[config.mk]
export PLATFORM = sky130hd
export DESIGN_NAME = spch_host_buf
export DESIGN_NICKNAME = d
export VERILOG_FILES = /design/src/rtl/spch_buf_pkg.sv /design/src/rtl/spch_fifo.sv /design/src/rtl/spch_dbuf.sv /design/src/rtl/spch_host_buf.sv
export SDC_FILE = /design/constraint.sdc
export NUM_CORES = 1
export LEC_CHECK = 0
export BUFFER_PORTS_ARGS = -buffer_cell sky130_fd_sc_hd__buf_4
export CAP_MARGIN = 40
export CORE_ASPECT_RATIO = 0.75
export CORE_UTILIZATION = 30
export CTS_CLUSTER_SIZE = 16
export DETAILED_ROUTE_END_ITERATION = 16
export GPL_TIMING_DRIVEN = 0
export PLACE_DENSITY_LB_ADDON = 0.08
export SLEW_MARGIN = 20
export SYNTH_ARGS = -nofsm -noshare
export SYNTH_HDL_FRONTEND = slang
export SYNTH_SLANG_ARGS = --single-unit
[constraint.sdc]
create_clock -name clk -period 9.36 [get_ports clk]
set_clock_uncertainty 0.2 [all_clocks]
set_input_delay 0.936 -clock clk [delete_from_list [all_inputs] [get_ports clk]]
set_output_delay 0.936 -clock clk [all_outputs]
set_load 0.05 [all_outputs]
[src/rtl/spch_buf_pkg.sv]
package spch_buf_pkg;
   localparam int unsigned ST_PCM = 0;
   localparam int unsigned ST_CVE = 1;
   localparam int unsigned ST_CVF = 2;
   localparam int unsigned ST_W   = 3;

   // Packed so that bit positions match ST_* indices
   typedef struct packed {
      logic cvf;
      logic cve;
      logic pcm;
   } stat_t;
endpackage

[src/rtl/spch_fifo.sv]
module spch_fifo #(
   parameter int unsigned DW    = 16,
   parameter int unsigned DEPTH = 8
) (
   input  logic                                      clk,
   input  logic                                      rst_n,
   input  logic                                      push,
   input  logic [DW-1:0]                             wdata,
   input  logic                                      pop,
   output logic [DW-1:0]                             rdata,
   output logic [((DEPTH > 1) ? $clog2(DEPTH) : 1):0] level,
   output logic                                      full,
   output logic                                      empty
);
   localparam int unsigned AW = (DEPTH > 1) ? $clog2(DEPTH) : 1;
   localparam int unsigned LW = AW + 1;

   logic [DW-1:0] mem [DEPTH];
   logic [AW-1:0] wp, rp, wp_nx, rp_nx;
   logic          do_push, do_pop;

   assign do_push = push & ~full;
   assign do_pop  = pop & ~empty;

   generate
      if ((1 << AW) == DEPTH) begin : g_pow2
         assign wp_nx = wp + 1'b1;
         assign rp_nx = rp + 1'b1;
      end else begin : g_wrap
         assign wp_nx = (wp == AW'(DEPTH - 1)) ? '0 : wp + 1'b1;
         assign rp_nx = (rp == AW'(DEPTH - 1)) ? '0 : rp + 1'b1;
      end
   endgenerate

   always_ff @(posedge clk or negedge rst_n) begin
      if (!rst_n) begin
         wp    <= '0;
         rp    <= '0;
         level <= '0;
      end else begin
         if (do_push) wp <= wp_nx;
         if (do_pop)  rp <= rp_nx;
         if (do_push && !do_pop)      level <= level + 1'b1;
         else if (do_pop && !do_push) level <= level - 1'b1;
      end
   end

   always_ff @(posedge clk) begin
      if (do_push) mem[wp] <= wdata;
   end

   assign rdata = mem[rp];
   assign full  = (level == LW'(DEPTH));
   assign empty = (level == '0);
endmodule

[src/rtl/spch_dbuf.sv]
module spch_dbuf #(
   parameter int unsigned DW = 16
) (
   input  logic          clk,
   input  logic          rst_n,
   input  logic          hold,
   input  logic          wr,
   input  logic [DW-1:0] wdata,
   input  logic          rd,
   output logic [DW-1:0] front,
   output logic          front_v,
   output logic          xfer
);
   logic [DW-1:0] stage_q;
   logic          stage_v;

   // Staged sample advances when the visible slot is free or being consumed
   assign xfer = stage_v & (~front_v | rd) & ~hold;

   always_ff @(posedge clk or negedge rst_n) begin
      if (!rst_n) begin
         stage_q <= '0;
         stage_v <= 1'b0;
         front   <= '0;
         front_v <= 1'b0;
      end else begin
         if (wr) begin
            stage_q <= wdata;
            stage_v <= 1'b1;
         end else if (xfer) begin
            stage_v <= 1'b0;
         end
         if (xfer) begin
            front   <= stage_q;
            front_v <= 1'b1;
         end else if (rd) begin
            front_v <= 1'b0;
         end
      end
   end
endmodule

[src/rtl/spch_host_buf.sv]
module spch_host_buf
   import spch_buf_pkg::*;
#(
   parameter int unsigned DW    = 16,
   parameter int unsigned DEPTH = 8
) (
   input  logic            clk,
   input  logic            rst_n,
   input  logic            freeze,
   input  logic            cfg_pcm_irq_en,
   input  logic            cfg_cv_irq_en,
   input  logic            cfg_dma_pcm_in_en,
   input  logic            cfg_dma_pcm_out_en,
   input  logic            cfg_dma_cv_in_en,
   input  logic            cfg_dma_cv_out_en,
   input  logic            host_cvin_wr,
   input  logic [DW-1:0]   host_cvin_data,
   input  logic            host_cvout_rd,
   output logic [DW-1:0]   host_cvout_data,
   input  logic            host_pcmin_wr,
   input  logic [DW-1:0]   host_pcmin_data,
   input  logic            host_pcmout_rd,
   output logic [DW-1:0]   host_pcmout_data,
   input  logic            host_stat_rd,
   output logic [ST_W-1:0] host_stat,
   output logic            irq,
   output logic            dma_pcm_in_req,
   output logic            dma_pcm_out_req,
   output logic            dma_cv_in_req,
   output logic            dma_cv_out_req,
   input  logic            core_cv_bit_take,
   output logic            core_cv_bit,
   output logic            core_cv_bit_valid,
   input  logic            core_cv_bit_put,
   input  logic            core_cv_bit_in,
   input  logic            core_pcm_take,
   output logic [DW-1:0]   core_pcm_in_data,
   output logic            core_pcm_in_valid,
   input  logic            core_pcm_put,
   input  logic [DW-1:0]   core_pcm_out_data
);
   localparam int unsigned AW = (DEPTH > 1) ? $clog2(DEPTH) : 1;
   localparam int unsigned LW = AW + 1;
   localparam int unsigned BW = (DW > 1) ? $clog2(DW) : 1;
   localparam logic [BW-1:0] BIT_LAST = BW'(DW - 1);
   localparam logic [LW-1:0] LVL_ONE  = LW'(1);
   localparam logic [LW-1:0] LVL_NEAR = LW'(DEPTH - 1);

   generate
      if (DW < 2) begin : g_bad_dw
         $error("spch_host_buf: DW must be at least 2");
      end
      if (DEPTH < 2) begin : g_bad_depth
         $error("spch_host_buf: DEPTH must be at least 2");
      end
   endgenerate

   // ---------------- delta input queue and bit serializer ----------------
   logic [DW-1:0] in_head;
   logic [LW-1:0] in_level;
   logic          in_full, in_empty, in_push, in_pop, take_ok;
   logic [BW-1:0] rd_idx;

   assign in_push = host_cvin_wr & ~in_full;
   assign take_ok = core_cv_bit_take & ~freeze & ~in_empty;
   assign in_pop  = take_ok & (rd_idx == BIT_LAST);

   spch_fifo #(.DW(DW), .DEPTH(DEPTH)) u_cvin (
      .clk   (clk),
      .rst_n (rst_n),
      .push  (in_push),
      .wdata (host_cvin_data),
      .pop   (in_pop),
      .rdata (in_head),
      .level (in_level),
      .full  (in_full),
      .empty (in_empty)
   );

   always_ff @(posedge clk or negedge rst_n) begin
      if (!rst_n)       rd_idx <= '0;
      else if (take_ok) rd_idx <= (rd_idx == BIT_LAST) ? '0 : rd_idx + 1'b1;
   end

   assign core_cv_bit       = in_head[rd_idx];
   assign core_cv_bit_valid = ~in_empty;

   // ---------------- delta bit packer and output queue ----------------
   logic [DW-1:0] asm_q, asm_nx;
   logic [BW-1:0] wr_idx;
   logic [LW-1:0] out_level;
   logic          out_full, out_empty, out_push, out_pop, put_ok;

   assign put_ok = core_cv_bit_put & ~freeze;

   always_comb begin
      asm_nx         = asm_q;
      asm_nx[wr_idx] = core_cv_bit_in;
   end

   always_ff @(posedge clk or negedge rst_n) begin
      if (!rst_n) begin
         asm_q  <= '0;
         wr_idx <= '0;
      end else if (put_ok) begin
         asm_q  <= asm_nx;
         wr_idx <= (wr_idx == BIT_LAST) ? '0 : wr_idx + 1'b1;
      end
   end

   assign out_push = put_ok & (wr_idx == BIT_LAST) & ~out_full;
   assign out_pop  = host_cvout_rd & ~out_empty;

   spch_fifo #(.DW(DW), .DEPTH(DEPTH)) u_cvout (
      .clk   (clk),
      .rst_n (rst_n),
      .push  (out_push),
      .wdata (asm_nx),
      .pop   (out_pop),
      .rdata (host_cvout_data),
      .level (out_level),
      .full  (out_full),
      .empty (out_empty)
   );

   // ---------------- PCM double buffers ----------------
   logic pcmi_xfer, pcmo_xfer, pcmi_rd;

   assign pcmi_rd = core_pcm_take & ~freeze & core_pcm_in_valid;

   spch_dbuf #(.DW(DW)) u_pcmin (
      .clk     (clk),
      .rst_n   (rst_n),
      .hold    (1'b0),
      .wr      (host_pcmin_wr),
      .wdata   (host_pcmin_data),
      .rd      (pcmi_rd),
      .front   (core_pcm_in_data),
      .front_v (core_pcm_in_valid),
      .xfer    (pcmi_xfer)
   );

   logic pcmo_front_v;

   spch_dbuf #(.DW(DW)) u_pcmout (
      .clk     (clk),
      .rst_n   (rst_n),
      .hold    (freeze),
      .wr      (core_pcm_put & ~freeze),
      .wdata   (core_pcm_out_data),
      .rd      (host_pcmout_rd & pcmo_front_v),
      .front   (host_pcmout_data),
      .front_v (pcmo_front_v),
      .xfer    (pcmo_xfer)
   );

   // ---------------- sticky status and requests ----------------
   stat_t flg_q, flg_set;
   logic  clr;

   always_comb begin
      flg_set.pcm = pcmi_xfer | pcmo_xfer;
      flg_set.cve = in_pop & (in_level == LVL_ONE) & ~in_push;
      flg_set.cvf = out_push & (out_level == LVL_NEAR) & ~out_pop;
   end

   assign clr = host_stat_rd & ~freeze;

   always_ff @(posedge clk or negedge rst_n) begin
      if (!rst_n) flg_q <= '0;
      else        flg_q <= flg_set | (clr ? stat_t'('0) : flg_q);
   end

   assign host_stat       = flg_q;
   assign irq             = (flg_q.pcm & cfg_pcm_irq_en) |
                            ((flg_q.cve | flg_q.cvf) & cfg_cv_irq_en);
   assign dma_pcm_in_req  = flg_q.pcm & cfg_dma_pcm_in_en;
   assign dma_pcm_out_req = flg_q.pcm & cfg_dma_pcm_out_en;
   assign dma_cv_in_req   = flg_q.cve & cfg_dma_cv_in_en;
   assign dma_cv_out_req  = flg_q.cvf & cfg_dma_cv_out_en;
endmodule

==> out/metrics.cfg, run 1 <==
[power_and_ir_drop]
total_leakage_power_nw = 6.64
finalPower_mw = 5.51
irDropWorstVdd_mv = 0.121
powerDensity_mw_per_mm2 = 303

[logic_synthesis]
yosysUniqueCellTypes = 48
netlist_top_cells_count = 256 x edfxtp_1, 115 x dfrtp_1, 103 x mux2_2
ys_dominant_reg_cell = edfxtp_1
yosys-top-cells-area = edfxtp_1 52%, dfrtp_1 19%, mux4_2 7.9%, mux2_2 7.8%, mux2i_1 2.3%
synth_edf_count = 256
synth_cells = 851
syn-cell-area_mm2 = 0.0149
synth_warnings = 0
ys_seq_area_share_pct = 70.8
synth_nets = 935
synth_top_area_share_pct = 51.5
synth_area_leader_cell = edfxtp_1
yosysMostFrequentCell = edfxtp_1
ys_async_sr_fraction_pct = 31.0
ys_ff_latch = 371
synth.avg_cell_area_um2 = 17.5

[floorplan]
die_y_um = 195
die_w_um = 259
rows = 70
initial_core_util_pct = 30.5
coreArea_mm2 = 0.0489
die_area_mm2 = 0.0506
io_pins = 126

[clock_network]
clock-sinks = 371
clock_latency_ns = 0.55
cts_resized = 0
cts_tree = built
cts_root_buffer = clkbuf_16
htreeDepth = 2
clk_pin_slew_ns = 0.06
cts_buffers = 41
clock_path_buffers = 3

[drt]
vias_per_cell = 4.54
drc_errors = 0
drt_iter0_drc = 324
ant_nets = 0
wl_per_cell_um = 19.7
wirelength_um = 33700
vias = 7790
first_pass_iters = 4

[setup_path]
r2r_start = wr_idx[0]
cp-start-kind = flop
regToRegSetupSlack_ns = 6.04
end_kind = output port
r2r_end = u_cvout.mem[5][14]
cp.required_ns = 8.22
r2r_cells = 7
path_max_fanout = 10
path_class = flop to output port
cp.arrival_ns = 2.83

[global_route]
grt_max_degree = 88
antenna_found_initial = 0
use_met3_pct = 3.40
grt_use_total_pct = 13.7
grt_overflow = 0
busiest_layer = met1
grtUsageMet1_pct = 21.0
grt_pass1_vias = 8219
grt_pass1_wl_um = 51800
grt_util_met2_pct = 18.5

[finish]
area_delta_synth_final_pct = 21.8
fin_nets = 1121
layout-drive-gt1-share_pct = 36.3
finalCoreUtilization_pct = 37.2
layout.cells.non_filler = 1716
fin_area_mm2 = 0.0182

[sta]
hold_slack_ns = 0.272
fmax_ghz = 0.252
fin_crit_sh_pct = 42.4
relSlewSlack_pct = 44.0
tns_ns = 0
fin_ws_ns = 5.39
worst_pin_slew_ns = 0.831
setup_viol_count_final = 0
final-max-slew-violation-count = 0
rsz0062_at_grt = no
finalHoldViolCount = 0
min_period_ns = 3.97

[worst_hold_path]
holdPathEnd = asm_q[1]
hp-start = asm_q[1]
whs_path_depth = 2
hp-class = flop to flop

[placed_design]
place.gp.congestion = 0.722
dpl-instance-area_mm2 = 0.0170
placedCellCount = 1641
port_buffers = 124
hpwlAfterDp_um = 22400
pre_cts_ws_ns = 5.53

[status]
outcome = complete, no violations

[run]
cap_violations = 0

## flip-flops by register name (all words and copies together), names as in the netlist, 4 cells and up
name              count
u_pcmout.stage_q     16
u_cvout.mem         128
u_cvout.level         4
asm_q                16
u_cvin.mem          128
u_pcmin.front        16
u_pcmin.stage_q      16
u_pcmout.front       16
rd_idx                4
u_cvin.level          4
wr_idx                4
## repair_timing
action,CTS,global route
hold buffers,1,0
buffers inserted,0,0
endpoints found under the setup margin,0,0
endpoints found under the hold margin,26,0
## placed cells by master, fill, tap and decap left out, drive strengths merged, types with 8 or more instances in the layout
cell type	netlist	layout
buf	21	163
clkbuf	18	71
clkinv	0	17
dfrtp	115	115
edfxtp	256	256
ha	16	16
inv	12	13
mux2	104	104
mux2i	35	35
mux4	52	52
nand2	82	82
nand2b	9	9
nand3	8	8
nor2	24	24
nor2b	9	9
nor3	10	10
o21ai	12	12
xnor2	12	12
## layout make-up
class,instances,area [um2]
diodes,2,5.00
plain buffers,39,204
clock buffers,53,1110
clock inverters,19,85.1
fillers,4629,30700
inverters,12,45.0
multi-input cells,429,4210
flip-flops and latches,371,10600
well taps,648,811
repair buffers,143,1140
## where the power goes
group | internal, mW | total [mW] | switching, mW
Clock | 0.834 | 1.48 | 0.642
Sequential | 2.10 | 2.24 | 0.140
Combinational | 0.676 | 1.79 | 1.12
## logic make-up (layout without fill, tap and decap cells)
| logic type | count (synthesis) | after routing | synth area share, % |
|---|---|---|---|
| fa+ha+maj | 17 | 17 | 1.48 |
| simple gates | 161 | 161 | 4.98 |
| compound gates | 41 | 41 | 1.86 |
| xor+xnor | 19 | 19 | 1.12 |
| buf+inv | 51 | 266 | 1.67 |
| flops | 371 | 371 | 70.8 |
| other cells | 0 | 2 | 0 |
| mux | 191 | 191 | 18.1 |
## worst max-delay path: stages (launching register included)
cell and delay, ns:
dfrtp_1 0.34, buf_2 0.27, buf_2 0.41, mux4_2 0.38
mux2i_1 0.28, a22oi_1 0.11, nand2_1 0.13, a32oi_1 0.14
buf_4 0.21
## routing by layer
layer	wire length [um]	part of all wire (%)	vias up
li1	-	-	3617
met1	17300	51	3958
met2	13800	41	160
met3	1720	5.1	55
met4	902	2.7	0
met5	0	0	-
## worst max path at each step
stage | from | to | slack [ns] | cells past startpoint
floorplan | freeze | u_cvout.mem[2][0] | 5.74 | 5
global placement | freeze | u_cvout.mem[1][10] | 3.79 | 6
detailed placement | freeze | u_cvout.mem[5][8] | 5.53 | 8
CTS | u_cvin.rp[2] | core_cv_bit | 5.32 | 8
global route | u_cvin.rp[2] | core_cv_bit | 5.22 | 8
finish | u_cvin.rp[2] | core_cv_bit | 5.39 | 8
No activity file was read; power rests on OpenSTA's default activity.
==> run 2: changes to the inputs <==
==> constraint.sdc (replaced) <==
create_clock -name clk -period 3.9 [get_ports clk]
set_clock_uncertainty 0.2 [all_clocks]
set_input_delay 0.39 -clock clk [delete_from_list [all_inputs] [get_ports clk]]
set_output_delay 0.39 -clock clk [all_outputs]
set_load 0.05 [all_outputs]
==> out/metrics.cfg, run 2 (synthesis gave the netlist of run 1 again) <==
[status]
outcome = complete, no violations

[global_route]
grt_use_total_pct = 13.8
grt_overflow = 0
grt_pass1_wl_um = 52400
grt_pass1_vias = 8436
antenna_found_initial = 0
grt_max_degree = 88

[drt]
wl_per_cell_um = 19.2
drt_iter0_drc = 330
first_pass_iters = 4
vias_per_cell = 4.51
drc_errors = 0
wirelength_um = 33900
ant_nets = 0
vias = 7989

[setup_path]
cp.required_ns = 3.31
end_kind = output port
cp_slowest_stage_delay_ns = 0.40
cp-start-kind = flop
critical-path-top-delay-family = buffers and inverters
cpMostUsedCell = buf_2
path_class = flop to output port
path_buf_inv = 3
crit_chain = buf_2 -> buf_2 -> mux4_2 -> mux2i_1 -> a22oi_1 -> nand2_1 -> a32oi_1 -> buf_4
path_max_fanout = 10
slowest_stage = buf_2
cp.arrival_ns = 2.80

[floorplan]
coreArea_mm2 = 0.0489
die_w_um = 259
rows = 70
die_area_mm2 = 0.0506
die_y_um = 195
io_pins = 126
initial_core_util_pct = 30.5

[power_and_ir_drop]
seq_power_share_pct = 40.5
switching_share_pct = 34.5
clkPwrFrac_pct = 26.7
total_leakage_power_nw = 6.87
powerDensity_mw_per_mm2 = 709
netSwitchingPower_mw = 4.57
combPwrFrac_pct = 32.8
p_int_mw = 8.69
irDropWorstVdd_mv = 0.291

[finish]
fin_area_mm2 = 0.0187
layout-drive-gt1-share_pct = 34.6
fillers = 4593
fin_nets = 1175
final_cell_mix = 256 x edfxtp_1, 136 x buf_4, 115 x dfrtp_1
final_common_cell = edfxtp_1
area_delta_synth_final_pct = 25.4
top_regs = u_cvin.mem: 128 flops, u_cvout.mem: 128 flops

[clock_network]
clock_latency_ns = 0.55
clock_path_buffers = 3
htreeDepth = 2
cts_buffers = 41
cts_resized = 0
clock-sinks = 371
cts_tree = built
clk_pin_slew_ns = 0.06
cts_root_buffer = clkbuf_16

[placed_design]
place.gp.congestion = 0.722
dpl-instance-area_mm2 = 0.0170
pre_cts_ws_ns = 0.524
hpwlAfterDp_um = 22400
port_buffers = 124

[sta]
setup_viol_count_final = 0
fin_ws_ns = 0.509
tns_ns = 0
relSlewSlack_pct = 42.4
fin_crit_sh_pct = 86.9
final-max-slew-violation-count = 0
finalHoldViolCount = 0
worst_pin_slew_ns = 0.854
fmax_ghz = 0.295
rsz0062_at_grt = no
min_period_ns = 3.39
hold_slack_ns = 0.0719

[worst_hold_path]
hp-class = primary input to async pin

[run]
cap_violations = 0

## run 2: power by group through the flow
stage / logic [mW] / registers, mW / clock network [mW]
3_5_place_dp: 4.39 / 5.44 / 0
4_1_cts: 4.45 / 5.37 / 3.68
6_report: 4.35 / 5.37 / 3.54
2_1_floorplan: 2.60 / 5.77 / 0
5_1_grt: 4.73 / 5.44 / 3.82
3_3_place_gp: 4.29 / 5.44 / 0
## run 2: through the flow
stage,power [mW],util [%],cells
3_3_place_gp,9.73,34.1,1623
6_report,13.3,38.3,1770
3_5_place_dp,9.83,34.7,1641
5_1_grt,14.0,38.3,1768
2_1_floorplan,8.38,-,851
4_1_cts,13.5,38.3,1768
## run 2: final timing paths
check	from	endpoint	slack, ns	depth (start not counted)
worst max-delay path	u_cvin.rp[2]	core_cv_bit	0.51	8
worst min-delay path	rst_n	u_pcmin.stage_q[13]	0.07	2
worst max register to register	wr_idx[0]	u_cvout.mem[5][14]	0.62	7
worst min register to register	asm_q[1]	asm_q[1]	0.27	2
max in group asynchronous	rst_n	rd_idx[2]	2.67	3
min in group clk	freeze	u_pcmin.front_v	0.07	3
## run 2: timing repair
action                                 in CTS  in global routing
hold buffers                               55                  0
endpoints found under the hold margin     280                  0
setup endpoints to repair                   0                  0
buffers inserted                            0                  0
## run 2: area by class of cell
cell class              count  area, um2  share of cell area, %
clock inverters            19       85.1                  0.455
diodes                      2       5.00                 0.0267
repair buffers            197       1680                   8.97
inverters                  12       45.0                  0.241
plain buffers              39        204                   1.09
multi-input cells         429       4210                   22.5
well taps                 648        811                   4.33
flip-flops and latches    371      10600                   56.5
clock buffers              53       1110                   5.95
## run 2: worst reg2reg max path: cells and delay by family (launching register included)
| kind | cells | cell delay (ns) |
|---|---|---|
| AOI/OAI and AO/OA | 1 | 0.54 |
| adders and majority gates | 1 | 0.33 |
| buffers and inverters | 2 | 0.39 |
| DFF | 1 | 0.45 |
| and+or+nand+nor | 3 | 1.08 |
## run 2: layer usage
metal | routed length [um] | track usage [%]
met2 | 14100 | 19.0
met1 | 17400 | 21.0
met4 | 798 | 4.81
met3 | 1660 | 3.22
met5 | 0 | 0
